===== src/rtl/irqPkg.sv =====
package irqPkg;
  localparam int DATA_W   = 8;
  localparam int NUM_DEV  = 4;
  localparam int NUM_SRC  = NUM_DEV + 1;
  localparam int UART_BIT = 7;
  localparam int DEV_BASE = 3;

  typedef struct packed {
    logic maskWr;
    logic rdStatus;
    logic rdMask;
  } irqStrobeT;
endpackage


===== src/rtl/irqSync.sv =====
module irqSync #(
  parameter int STAGES = 2,
  parameter int WIDTH  = 5
) (
  input  logic             clk,
  input  logic             rstN,
  input  logic [WIDTH-1:0] lineRawN,
  output logic [WIDTH-1:0] lineSyncN
);
  localparam int CW = $clog2(STAGES + 1);

  logic [WIDTH-1:0] stageQ [STAGES];

  for (genvar s = 0; s < STAGES; s++) begin : g_stage
    if (s == 0) begin : g_first
      always_ff @(posedge clk or negedge rstN) begin
        if (!rstN) stageQ[s] <= '1;
        else       stageQ[s] <= lineRawN;
      end
    end else begin : g_next
      always_ff @(posedge clk or negedge rstN) begin
        if (!rstN) stageQ[s] <= '1;
        else       stageQ[s] <= stageQ[s-1];
      end
    end
  end

  assign lineSyncN = stageQ[STAGES-1];

  // Edges seen since reset release, saturating; gates the latency check.
  logic [CW-1:0] warmQ;
  always_ff @(posedge clk or negedge rstN) begin
    if (!rstN)                      warmQ <= '0;
    else if (warmQ != CW'(STAGES))  warmQ <= warmQ + 1'b1;
  end

  if (STAGES == 2) begin : g_chk2
    // line value reaches the output exactly two edges later
    a_r7_sync_latency: assert property (@(posedge clk) disable iff (!rstN)
      (warmQ == CW'(STAGES)) |-> (lineSyncN == $past(lineRawN, 2)));
  end
endmodule


===== src/rtl/irqCtrl.sv =====
module irqCtrl
  import irqPkg::*;
(
  input  logic      clk,
  input  logic      rstN,
  input  logic      statusSel,
  input  logic      maskSel,
  input  logic      rdEn,
  input  logic      wrEn,
  output irqStrobeT strb
);
  always_comb begin
    strb.rdStatus = rdEn & statusSel;
    strb.rdMask   = rdEn & maskSel & ~statusSel;
    strb.maskWr   = wrEn & maskSel & ~statusSel;
  end

  // at most one register drives the read bus
  a_r8_single_reader: assert property (@(posedge clk) disable iff (!rstN)
    $onehot0({strb.rdStatus, strb.rdMask}));
  // a status selection never produces a mask load
  a_r9_status_readonly: assert property (@(posedge clk) disable iff (!rstN)
    statusSel |-> !strb.maskWr);
endmodule


===== src/rtl/irqDatapath.sv =====
module irqDatapath
  import irqPkg::*;
(
  input  logic               clk,
  input  logic               rstN,
  input  irqStrobeT          strb,
  input  logic [DATA_W-1:0]  wrData,
  input  logic [NUM_SRC-1:0] lineSyncN,
  output logic [DATA_W-1:0]  rdData,
  output logic               cpuIrqN
);
  localparam logic [DATA_W-1:0] USED_MASK =
    DATA_W'(((1 << NUM_DEV) - 1) << DEV_BASE) | DATA_W'(1 << UART_BIT);

  logic [DATA_W-1:0] statusBits;
  logic [DATA_W-1:0] maskQ;
  logic              cpuIrqNQ;

  for (genvar b = 0; b < DATA_W; b++) begin : g_bit
    if (b == UART_BIT) begin : g_uart
      assign statusBits[b] = ~lineSyncN[NUM_SRC-1];
    end else if (b >= DEV_BASE && b < DEV_BASE + NUM_DEV) begin : g_dev
      assign statusBits[b] = ~lineSyncN[b-DEV_BASE];
    end else begin : g_spare
      assign statusBits[b] = 1'b0;
    end
  end

  always_ff @(posedge clk or negedge rstN) begin
    if (!rstN)            maskQ <= '0;
    else if (strb.maskWr) maskQ <= wrData & USED_MASK;
  end

  always_ff @(posedge clk or negedge rstN) begin
    if (!rstN) cpuIrqNQ <= 1'b1;
    else       cpuIrqNQ <= ~|(statusBits & maskQ);
  end

  assign cpuIrqN = cpuIrqNQ;

  always_comb begin
    if (strb.rdStatus)    rdData = statusBits;
    else if (strb.rdMask) rdData = maskQ;
    else                  rdData = '0;
  end

  // a load takes the written value on the used bits
  a_r3_mask_load: assert property (@(posedge clk) disable iff (!rstN)
    strb.maskWr |=> (maskQ == ($past(wrData) & USED_MASK)));
  // without a load the mask keeps its value
  a_r3_mask_hold: assert property (@(posedge clk) disable iff (!rstN)
    !strb.maskWr |=> $stable(maskQ));
  // an enabled, pending source pulls the request low on the next edge
  a_r6_irq_assert: assert property (@(posedge clk) disable iff (!rstN)
    (|(statusBits & maskQ)) |=> !cpuIrqN);
  // no enabled, pending source leaves the request high
  a_r6_irq_release: assert property (@(posedge clk) disable iff (!rstN)
    !(|(statusBits & maskQ)) |=> cpuIrqN);
  // spare bits never appear on the read bus
  a_r5_spare_zero: assert property (@(posedge clk) disable iff (!rstN)
    rdData[DEV_BASE-1:0] == '0);
endmodule


===== src/rtl/irqStatusMask.sv =====
module irqStatusMask
  import irqPkg::*;
#(
  parameter int SYNC_STAGES = 2
) (
  input  logic               clk,
  input  logic               rstN,
  input  logic               statusSel,
  input  logic               maskSel,
  input  logic               rdEn,
  input  logic               wrEn,
  input  logic [DATA_W-1:0]  wrData,
  output logic [DATA_W-1:0]  rdData,
  input  logic               uartIrqN,
  input  logic [NUM_DEV-1:0] devIrqN,
  output logic               cpuIrqN
);
  irqStrobeT          strb;
  logic [NUM_SRC-1:0] lineSyncN;

  irqSync #(.STAGES(SYNC_STAGES), .WIDTH(NUM_SRC)) i_sync (
    .clk(clk), .rstN(rstN),
    .lineRawN({uartIrqN, devIrqN}),
    .lineSyncN(lineSyncN)
  );

  irqCtrl i_ctrl (
    .clk(clk), .rstN(rstN),
    .statusSel(statusSel), .maskSel(maskSel),
    .rdEn(rdEn), .wrEn(wrEn),
    .strb(strb)
  );

  irqDatapath i_dp (
    .clk(clk), .rstN(rstN),
    .strb(strb), .wrData(wrData),
    .lineSyncN(lineSyncN),
    .rdData(rdData), .cpuIrqN(cpuIrqN)
  );
endmodule


===== config.mk =====
export PLATFORM = sky130hd
export DESIGN_NAME = irqStatusMask
export DESIGN_NICKNAME = d
export VERILOG_FILES = /design/src/rtl/irqPkg.sv /design/src/rtl/irqSync.sv /design/src/rtl/irqCtrl.sv /design/src/rtl/irqDatapath.sv /design/src/rtl/irqStatusMask.sv
export SDC_FILE = /design/constraint.sdc
export NUM_CORES = 1
export LEC_CHECK = 0
export BUFFER_PORTS_ARGS = -buffer_cell sky130_fd_sc_hd__buf_4
export CORE_MARGIN = 3
export CORE_UTILIZATION = 40
export CTS_CLUSTER_SIZE = 12
export DETAILED_ROUTE_END_ITERATION = 16
export PLACE_DENSITY = 0.69
export SETUP_SLACK_MARGIN = 0.3
export SLEW_MARGIN = 20
export SYNTH_ARGS = -nofsm -noshare
export SYNTH_HDL_FRONTEND = slang
export SYNTH_HIERARCHICAL = 1
export SYNTH_SLANG_ARGS = --single-unit

===== constraint.sdc =====
create_clock -name clk -period 2.27 [get_ports clk]
set_clock_uncertainty 0.15 [all_clocks]
set_input_delay 0.1135 -clock clk [delete_from_list [all_inputs] [get_ports clk]]
set_output_delay 0.1135 -clock clk [all_outputs]
set_load 0.02 [all_outputs]

Yosys cells after proc, flatten, opt, wreduce, memory -nomap -nowiden
Index checks and enable logic that the tools add are counted.
Widths: inputs -> output; s select.
{"block": "classes", "muxes": 2, "reduce_logical": 2, "bitwise": 12}
{"op": "$mux 8", "count": 2}
{"op": "$and 8x8->8", "count": 1}
{"op": "$reduce_or 8->1", "count": 1}
{"op": "$not 1->1", "count": 6}
{"op": "$and 1x1->1", "count": 5}
{"op": "$logic_not 1->1", "count": 1}
{"block": "word_totals", "regBits": 16, "out_inout_bits": 9, "in_bits": 19}

Logic depth before layout (Yosys ltp)
Gate-level depths: netlist of the first run.
{"block": "logic_depth", "depth_word": 4, "depth_mapped": 3, "mapped_depth_nobuf": 3}

Modules after synthesis
Netlist of the first run, hierarchy kept.
{"mod": "irqDatapath", "cells_each": 36, "instances": 1, "seq_area_each_um2": 151.4, "area_per_inst_um2": 341.6}
{"mod": "irqSync", "cells_each": 15, "instances": 1, "seq_area_each_um2": 262.8, "area_per_inst_um2": 300.3}
{"mod": "irqCtrl", "cells_each": 3, "instances": 1, "seq_area_each_um2": 0.0, "area_per_inst_um2": 25.0}

Worst setup path after synthesis of the first run
OpenSTA, ideal clock, no wires.
{"block": "synth_path", "path_type": "register to output", "from": "register i_sync.stageQ (netlist bit i_sync/lineSyncN[1])", "to": "output rdData[4]", "t_arrival_ns": 0.828, "required_ns": 2.007, "slack_ns": 1.178, "path_stages_with_launch": 3, "path_buffers": 1, "path_cell_list": "dfstp_2 > buf_4 > mux2i_1"}
{"block": "synth_via", "elab_chain_cells": 2}
{"element": "start: declaration", "line": "irqSync.sv:12", "source": "logic [WIDTH-1:0] stageQ [STAGES];"}
{"element": "start signal: indexed assignment", "line": "irqSync.sv:23", "source": "else stageQ[s] <= stageQ[s-1];"}
{"element": "$not 1->1", "line": "irqDatapath.sv:23", "source": "assign statusBits[b] = ~lineSyncN[b-DEV_BASE];"}
{"element": "$mux 8", "line": "irqDatapath.sv:42", "source": "if (strb.rdStatus) rdData = statusBits;"}
{"element": "end: declaration", "line": "irqStatusMask.sv:13", "source": "output logic [DATA_W-1:0] rdData,"}
Every way passes these cells.

Worst setup path in the final report of the first run
Same ends and word-level chain as after synthesis.

==> impl_metrics.env, run 1 <==
export IMPL_status="finished, final reports clean"
export IMPL_grt_usage_pct=10.7
export IMPL_end_kind="primary output"
export IMPL_clkTransAtPathRegs_ns=0.09
export IMPL_wl_per_cell_um=11.0
export IMPL_cts_resized=0
export IMPL_synthesis_instances=54
export IMPL_utilization_pct=59.9
export IMPL_p_sw_uw=143
export IMPL_max_freq_mhz=767
export IMPL_dieArea_um2=2190
export IMPL_dpl_cell_area_um2=787
export IMPL_synth_top_cell_by_area="dfstp_2"
export IMPL_ir_drop_mv=0.392
export IMPL_portBuffers=21
export IMPL_ios=28
export IMPL_grt_pass1_wl_um=1640
export IMPL_ys_flop_type="dfstp_2"
export IMPL_rows=14
export IMPL_synth_seq_cells=16
export IMPL_fin_crit_sh_pct=57.4
export IMPL_die_h_um=46.8
export IMPL_tns_ns=0
export IMPL_clock_path_buffers=2
export IMPL_switching_share_pct=23.9
export IMPL_postSynth_asyncResetShare_pct=100
export IMPL_cp_max_fo=2
export IMPL_synth_most_common_cell="dfstp_2"
export IMPL_pwr_share_comb_pct=18.9
export IMPL_p_per_area_nw_per_um2=647
export IMPL_cp_slowest_cell="dfstp_2"
export IMPL_internal_power_uw=455
export IMPL_p_leak_uw=0.000432
export IMPL_drive_above_1_share_pct=47.0
export IMPL_tritoncts="done"
export IMPL_die_w_um=46.8
export IMPL_ant_nets=0
export IMPL_gp_congestion=0.633
export IMPL_grt_pass1_vias=440
export IMPL_yosysSeqAreaShare_pct=62.1
export IMPL_syn2layout_area_growth_pct=38.5
export IMPL_path_class="reg -> out"
export IMPL_synth_cell_type_count=15
export IMPL_critPathMaxStageDelay_ns=0.54
export IMPL_cp_cell_sequence="mux2i_1 > buf_4"
export IMPL_routed_via_density=4.44
export IMPL_cts_buffers=3
export IMPL_max_cap_violations=0
export IMPL_netlist_area_leader_share_pct=43.3
export IMPL_core_area_um2=1540
export IMPL_synth_edf_count=0
export IMPL_hpwl_um=795
export IMPL_setup_viol=0
export IMPL_firstDrtPassIters=4
export IMPL_crit_path_start_kind="flip-flop"
export IMPL_worst_ep_required_time_ns=2.01
export IMPL_netlist_top_cells_count="dfstp_2, buf_4, nand2_1, dfrtp_1, mux2i_1"
export IMPL_synth_warnings=6
export IMPL_cts_htree_levels=1
export IMPL_cts_setup_buffers=0
export IMPL_synthTopCellsByArea="dfstp_2, dfrtp_1, buf_4"
export IMPL_seq_area_um2=414
export IMPL_hold_ws_ns=0.0701
export IMPL_start_util_pct=43.3
export IMPL_cts_root_buffer="clkbuf_4"
export IMPL_nets=103
export IMPL_cts_sinks=16
export IMPL_drc=0
export IMPL_antenna_cells=0
export IMPL_n_fill_cell=140
export IMPL_drtIter0Drc=3
export IMPL_drt_total_wl_um=1090
export IMPL_clk_latency_ns=0.27
export IMPL_seqPwrFrac_pct=56.6
export IMPL_fin_crit_ns=1.30
export IMPL_report_final_slew_viol_count=0
export IMPL_vias=440
export IMPL_antenna_found_initial=0
export IMPL_grt_ovfl_total=0
export IMPL_final_area_um2=923
export IMPL_hp_class="in -> async"
export IMPL_finalPower_uw=597
export IMPL_multiInputGateArea_um2=180
export IMPL_grt_setup_unrepaired="false"
export IMPL_finalHoldViolCount=0
export IMPL_pwr_share_clk_pct=24.4
export IMPL_arrival_ns=1.04
export IMPL_grt_max_degree=17
export IMPL_syn_area_per_cell_um2=12.3
export IMPL_syn_area_um2=667
[sequential cells by signal (all words and copies together), names as in the netlist]
name,count
i_dp/cpuIrqN,1
i_sync/stageQ,5
i_sync/lineSyncN,5
i_dp/maskQ,5
[kinds of logic (layout without fill, tap and decap cells)]
group | count (synthesis) | in the layout | synth area share (%)
DFF | 16 | 16 | 62.1
and+or+nand+nor | 12 | 12 | 9.38
other | 1 | 3 | 0.562
buffers and inverters | 13 | 40 | 12.0
AOI/OAI and AO/OA | 4 | 4 | 3.38
muxes | 8 | 8 | 12.6
[cells in the final DEF, fill, tap and decap left out, drive strengths merged]
cell type / netlist / layout
dfstp: 11 / 11
dlygate4sd3: 0 / 11
buf: 9 / 21
dfrtp: 5 / 5
and3b: 2 / 2
o22ai: 2 / 2
nand2: 7 / 7
nor3: 1 / 1
conb: 1 / 3
and2: 1 / 1
clkbuf: 0 / 4
mux2: 3 / 3
nor2b: 1 / 1
mux2i: 5 / 5
inv: 4 / 4
o21ai: 2 / 2
[timing repair]
item                                    in CTS  in global routing
hold endpoints to repair                    26                  0
endpoints found under the setup margin       0                  0
hold buffers                                11                  0
[per-stage QoR]
step / worst slack [ns] / instances
floorplan: 1.18 / 56
global route: 0.899 / 99
CTS: 0.951 / 99
detailed placement: 1.02 / 84
finish: 0.967 / 99
global placement: 1.02 / 84
[area by class of cell]
class,instances,area share [%]
Timing Repair Buffer,32,29.0
Inverter,4,1.63
Multi-Input combinational cell,27,19.5
Clock buffer,4,2.85
Sequential cell,16,44.9
Tap cell,16,2.17
[power groups by stage]
stage,combinational [uW],clock [uW],sequential (uW)
after floorplan,60.6,0,344
after global placement,97.5,0,342
after detailed placement,100,0,344
after CTS,115,153,339
after global routing,123,169,342
final,113,146,338
[layer usage]
metal | vias up | GRT usage [%] | part of all wire, %
met5 | - | 0 | 0
met4 | 0 | 4.97 | 0
met3 | 0 | 3.83 | 7.2
met2 | 16 | 18.4 | 50
met1 | 202 | 11.8 | 43
li1 | 222 | - | -
[worst paths after layout]
path,start,to,slack [ns],depth (start not counted)
hold / removal,rstN,i_dp/maskQ[5]$_DFFE_PN0P_,0.07,2
min in group clk,i_sync/stageQ[5]$_DFF_PN1_,i_sync/lineSyncN[0]$_DFF_PN1_,0.21,0
setup reg to reg,i_sync/lineSyncN[0]$_DFF_PN1_,i_dp/cpuIrqN$_DFF_PN1_,1.27,2
setup / recovery,i_sync/lineSyncN[1]$_DFF_PN1_,rdData[4],0.97,2
max in group asynchronous,rstN,i_sync/lineSyncN[3]$_DFF_PN1_,1.65,2
hold reg to reg,i_sync/stageQ[5]$_DFF_PN1_,i_sync/lineSyncN[0]$_DFF_PN1_,0.21,0
[worst max-delay path: cells and delay by family (launching register included)]
| family | cells | cell delay, ns |
|---|---|---|
| mux | 1 | 0.07 |
| flops | 1 | 0.54 |
| buf+inv | 1 | 0.16 |
Power figures use the tool's default switching activity.
==> run 2, diff against run 1 <==
- ABC_AREA: not set -> 1
- PLACE_DENSITY: 0.69 -> 0.71
- clock period: 2.27 -> 1.06 ns (I/O delays scaled with it)
==> impl_metrics.env, run 2 <==
export IMPL_layout_setup_ws_ns=-0.194
export IMPL_seq_area_um2=414
export IMPL_grt_usage_pct=14.4
export IMPL_violations="hold timing, setup timing"
export IMPL_grt_pass1_vias=502
export IMPL_report_final_slew_viol_count=0
export IMPL_synth_simple_area_share_pct=10.9
export IMPL_hpwl_um=916
export IMPL_antenna_cells=0
export IMPL_netlist_top_cells_count="nand2_1, dfstp_2, inv_1, buf_4"
export IMPL_wl_per_cell_um=12.3
export IMPL_postSynth_asyncResetShare_pct=100
export IMPL_hold_ws_ns=-0.174
export IMPL_cpLargestDelayFamily="flip-flops"
export IMPL_finalHoldViolCount=7
export IMPL_netlist_area_leader_share_pct=43.5
export IMPL_drc=0
export IMPL_vias=524
export IMPL_synth_cell_type_count=14
export IMPL_cp_max_fo=2
export IMPL_ys_flop_type="dfstp_2"
export IMPL_cts_buffers=3
export IMPL_crit_path_start_kind="flip-flop"
export IMPL_tritoncts="done"
export IMPL_drtIter0Drc=1
export IMPL_cts_root_buffer="clkbuf_4"
export IMPL_synth_top_family_by_area="buffers and inverters"
export IMPL_grt_max_degree=17
export IMPL_tns_ns=-1.03
export IMPL_p_per_area_nw_per_um2=1420
export IMPL_end_kind="primary output"
export IMPL_synth_edf_count=0
export IMPL_synthMuxAreaShare_pct=0
export IMPL_synth_compound_area_share_pct=9.79
export IMPL_gp_congestion=0.682
export IMPL_grt_setup_unrepaired="true"
export IMPL_multiInputGateArea_um2=208
export IMPL_yosysSeqAreaShare_pct=62.3
export IMPL_routed_via_density=4.68
export IMPL_synth_warnings=6
export IMPL_utilization_pct=66.5
export IMPL_synth_top_cell_by_area="dfstp_2"
export IMPL_final_common_cell="buf_4"
export IMPL_mostFrequentLayoutCells="buf_4, dfstp_2, nand2_1, inv_2"
export IMPL_synth_seq_cells=16
export IMPL_clkTransAtPathRegs_ns=0.09
export IMPL_clock_path_buffers=2
export IMPL_ir_drop_mv=1.02
export IMPL_setup_viol=7
export IMPL_max_freq_mhz=797
export IMPL_dieArea_um2=2190
export IMPL_firstDrtPassIters=2
export IMPL_die_w_um=46.8
export IMPL_fin_crit_sh_pct=118
export IMPL_cp_slowest_cell="dfstp_2"
export IMPL_n_fill_cell=123
export IMPL_drive_above_1_share_pct=64.6
export IMPL_cts_htree_levels=1
export IMPL_synth_xor_area_share_pct=0
export IMPL_hold_buffers=6
export IMPL_grt_ovfl_total=0
export IMPL_syn2layout_area_growth_pct=54.2
export IMPL_cts_sinks=16
export IMPL_arrival_ns=1.05
export IMPL_portBuffers=21
export IMPL_path_buf_inv=1
export IMPL_clk_latency_ns=0.28
export IMPL_hp_class="in -> reg"
export IMPL_max_cap_violations=0
export IMPL_status="finished with violations"
export IMPL_worst_ep_required_time_ns=0.86
export IMPL_grt_pass1_wl_um=2050
export IMPL_synthesis_instances=65
export IMPL_core_area_um2=1540
export IMPL_syn_area_um2=664
export IMPL_p_leak_uw=0.000489
export IMPL_die_h_um=46.8
export IMPL_synthTopCellsByArea="dfstp_2, dfrtp_1, buf_4"
export IMPL_antenna_found_initial=0
export IMPL_ant_nets=0
export IMPL_start_util_pct=43.1
export IMPL_syn_area_per_cell_um2=10.2
export IMPL_cp_cell_sequence="o22ai_4 > buf_6"
export IMPL_rows=14
export IMPL_ios=28
export IMPL_path_class="reg -> out"
export IMPL_critPathMaxStageDelay_ns=0.56
export IMPL_drt_total_wl_um=1380
export IMPL_fin_crit_ns=1.25
export IMPL_synth_adder_area_share_pct=0
export IMPL_nets=116
export IMPL_synth_most_common_cell="nand2_1"
==> run 2: cell count changes after synthesis, sizes merged <==
cell / change
nand3: +1
mux2: -3
o21ai: +4
nand2: +6
nor2b: -1
and3b: -2
nor2: +3
nor3: -1
inv: +7
mux2i: -5
and2: -1
o22ai: +3
==> run 2: logic make-up (layout without fill, tap and decap cells) <==
family                 count (synthesis)  in the layout
DFF                                   16             16
AOI/OAI and AO/OA                     11             11
other                                  1              3
and+or+nand+nor                       17             17
buffers and inverters                 20             49
==> run 2: repair_timing <==
| item | CTS | global route |
|---|---|---|
| hold endpoints to repair | 26 | 5 |
| setup buffers | 3 | 2 |
| setup endpoints to repair | 12 | 12 |
| gates resized for setup | 13 | 2 |
| pin swaps | 4 | 1 |
==> run 2: path summary, 6_finish.rpt <==
path | from | to | slack, ns | depth (start not counted)
worst max-delay path | i_sync/lineSyncN[0]$_DFF_PN1_ | rdData[3] | -0.19 | 2
worst min-delay path | wrData[7] | i_dp/maskQ[7]$_DFFE_PN0P_ | -0.17 | 3
worst max register to register | i_sync/lineSyncN[2]$_DFF_PN1_ | i_dp/cpuIrqN$_DFF_PN1_ | -0.04 | 5
worst min register to register | i_sync/stageQ[8]$_DFF_PN1_ | i_sync/lineSyncN[3]$_DFF_PN1_ | 0.21 | 0
max in group asynchronous | rstN | i_sync/stageQ[6]$_DFF_PN1_ | 0.51 | 2
min in group asynchronous | rstN | i_dp/maskQ[7]$_DFFE_PN0P_ | 0 | 2
==> run 2: cell type report <==
| cell class | instances | share of cell area, % |
|---|---|---|
| multi-input combinational | 31 | 20.3 |
| timing repair buffer | 34 | 29.8 |
| inverter | 11 | 4.03 |
| sequential | 16 | 40.4 |
| clock buffer | 4 | 3.54 |
| tap | 16 | 1.95 |
==> run 2: stage by stage <==
stage	cell area (um2)	instances	hold WS (ns)	total power [uW]	setup slack, ns
2_1_floorplan	737	67	-0.393	897	0.0351
3_3_place_gp	856	97	-0.231	976	0.0645
3_5_place_dp	856	97	-0.230	987	0.0447
4_1_cts	1000	110	-0.184	1440	-0.207
5_1_grt	1020	112	-0.181	1520	-0.225
6_report	1020	112	-0.174	1450	-0.194
==> run 2: per-layer routing <==
layer	share of wire (%)	wire length, um	GRT usage [%]
met5	0	0	0
met3	6.3	87	2.30
met4	1.8	25	13.3
met1	39	536	15.2
met2	53	731	24.2
==> run 2: power by group <==
part	internal, uW	leakage (uW)	switching, uW
Combinational	172	0.000291	155
Sequential	691	0.000177	37.0
Clock	209	0.0000210	188
Total	1070	0.000489	380
==> run 2: worst register-to-register path: cells and delay by family (launching register included) <==
family / cells / cell delay, ns
buf+inv: 2 / 0.14
flops: 1 / 0.55
simple gates: 3 / 0.21
==> run 3, diff against run 2 <==
--- a/config.mk
+++ b/config.mk
@@ -14,4 +14,5 @@
 export PLACE_DENSITY = 0.71
 export SETUP_SLACK_MARGIN = 0.3
+export SKIP_LAST_GASP = 1
 export SLEW_MARGIN = 20
 export SYNTH_ARGS = -nofsm -noshare
--- a/constraint.sdc
+++ b/constraint.sdc
@@ -3,3 +3,3 @@
 set_input_delay 0.053 -clock clk [delete_from_list [all_inputs] [get_ports clk]]
 set_output_delay 0.053 -clock clk [all_outputs]
-set_load 0.02 [all_outputs]
+set_load 0.01 [all_outputs]
==> impl_metrics.env, run 3 (synthesis gave the netlist of run 2 again) <==
export IMPL_rrSetupSlack_ns=-0.03
export IMPL_vias=504
export IMPL_cts_htree_levels=1
export IMPL_final_common_cell="buf_4"
export IMPL_rows=14
export IMPL_n_fill_cell=139
export IMPL_crit_path_start_kind="flip-flop"
export IMPL_nets=114
export IMPL_hpwl_um=905
export IMPL_seq_area_um2=414
export IMPL_routed_via_density=4.58
export IMPL_reg2reg_depth=5
export IMPL_clkTransAtPathRegs_ns=0.09
export IMPL_wl_per_cell_um=11.2
export IMPL_firstDrtPassIters=2
export IMPL_critical_path_startpoint="i_sync/lineSyncN[0]$_DFF_PN1_"
export IMPL_fin_crit_ns=1.24
export IMPL_die_h_um=46.8
export IMPL_min_path_cells=3
export IMPL_core_area_um2=1540
export IMPL_drt_total_wl_um=1230
export IMPL_r2r_end="i_dp/cpuIrqN$_DFF_PN1_"
export IMPL_path_class="reg -> out"
export IMPL_report_final_slew_viol_count=0
export IMPL_place_ws_ns=0.0466
export IMPL_antenna_cells=0
export IMPL_multiInputGateArea_um2=218
export IMPL_fin_crit_sh_pct=117
export IMPL_arrival_ns=1.04
export IMPL_grt_pass1_vias=517
export IMPL_cts_root_buffer="clkbuf_4"
export IMPL_antenna_found_initial=0
export IMPL_cp_cell_sequence="o22ai_4 > buf_6"
export IMPL_ir_drop_mv=1.06
export IMPL_drc=0
export IMPL_die_w_um=46.8
export IMPL_layout_setup_ws_ns=-0.179
export IMPL_worst_ep_required_time_ns=0.86
export IMPL_critPathMaxStageDelay_ns=0.57
export IMPL_dpl_cell_count=98
export IMPL_tritoncts="done"
export IMPL_ios=28
export IMPL_finalHoldViolCount=5
export IMPL_violations="hold timing, setup timing"
export IMPL_dieArea_um2=2190
export IMPL_path_buf_inv=1
export IMPL_cpLargestDelayFamily="flip-flops"
export IMPL_ant_nets=0
export IMPL_grt_usage_pct=13.8
export IMPL_grt_ovfl_total=0
export IMPL_portBuffers=21
export IMPL_hp_class="in -> reg"
export IMPL_hold_buffers=6
export IMPL_hold_end="i_dp/maskQ[3]$_DFFE_PN0P_"
export IMPL_cts_sinks=16
export IMPL_mostFrequentLayoutCells="buf_4, nand2_1, dfstp_2, dlygate4sd3_1, inv_2"
export IMPL_r2r_start="i_dp/maskQ[5]$_DFFE_PN0P_"
export IMPL_drtIter0Drc=2
export IMPL_max_freq_mhz=807
export IMPL_start_util_pct=43.1
export IMPL_min_delay_start="wrData[3]"
export IMPL_clock_path_buffers=2
export IMPL_grt_setup_unrepaired="true"
export IMPL_setup_viol=7
export IMPL_drive_above_1_share_pct=61.7
export IMPL_gp_congestion=0.679
export IMPL_grt_max_degree=17
export IMPL_cts_buffers=3
export IMPL_max_cap_violations=0
export IMPL_status="finished with violations"
export IMPL_grt_pass1_wl_um=2060
export IMPL_cp_slowest_cell="dfstp_2"
export IMPL_p_leak_uw=0.000477
export IMPL_hold_ws_ns=-0.172
export IMPL_stdcell_count=110
export IMPL_clk_latency_ns=0.27
export IMPL_end_kind="primary output"
export IMPL_p_per_area_nw_per_um2=1410
export IMPL_syn2layout_area_growth_pct=50.5
export IMPL_cp_max_fo=2
## run 3: cell types whose count changed in the layout (fill, tap and decap cells not counted), moves of 2 or more
cell     delta
nand2_1     +2
buf_6       -2
inv_2       -2
nand2_2     -2
inv_1       +2
## run 3: metrics by stage
step	util [%]	TNS [ns]	instance area [um2]	power, uW
after CTS	63.4	-1.00	977	1400
after detailed placement	55.3	0	852	964
after global placement	55.3	0	852	954
after global routing	64.9	-1.29	1000	1490
after floorplan	-	0	727	874
final	64.9	-0.935	1000	1410
## run 3: what timing repair did
item | CTS | global route
setup endpoints to repair | 12 | 12
pin swaps | 3 | 1
setup buffers | 1 | 1
hold endpoints to repair | 26 | 5
gates resized for setup | 10 | 4
## run 3: cell type report
class                      instances  area share [%]
sequential                        16            41.4
tap                               16            2.00
clock buffer                       4            3.63
inverter                          11            4.13
timing repair buffer              32            27.0
multi-input combinational         31            21.8
## run 3: routing by layer
layer  vias up  wire length [um]  share of wire [%]  global-route usage [%]
li1        250                 -                  -                       -
met1       235               447                 36                    15.3
met2        17               695                 56                    24.7
met3         2                83                6.7                    3.45
met4         0                 8               0.65                    6.63
met5         -                 0                  0                       0
## run 3: how the worst max path moves through the flow
stage	end	slack, ns	depth (start not counted)
2_1_floorplan	i_dp/cpuIrqN$_DFF_PN1_	0.04	5
5_1_grt	rdData[7]	-0.22	2
4_1_cts	rdData[3]	-0.19	2
3_3_place_gp	i_dp/cpuIrqN$_DFF_PN1_	0.07	4
6_report	rdData[3]	-0.18	2
3_5_place_dp	i_dp/cpuIrqN$_DFF_PN1_	0.05	4
## run 3: where the power goes
group,internal (uW),switching (uW)
Sequential,691,35.3
Combinational,163,134
Clock,209,174
Total,1060,343
## run 3: tightest hold or removal path, cell delays in order
cell and delay [ns]:
buf_4 0.07, nand2_1 0.05, o21ai_2 0.05
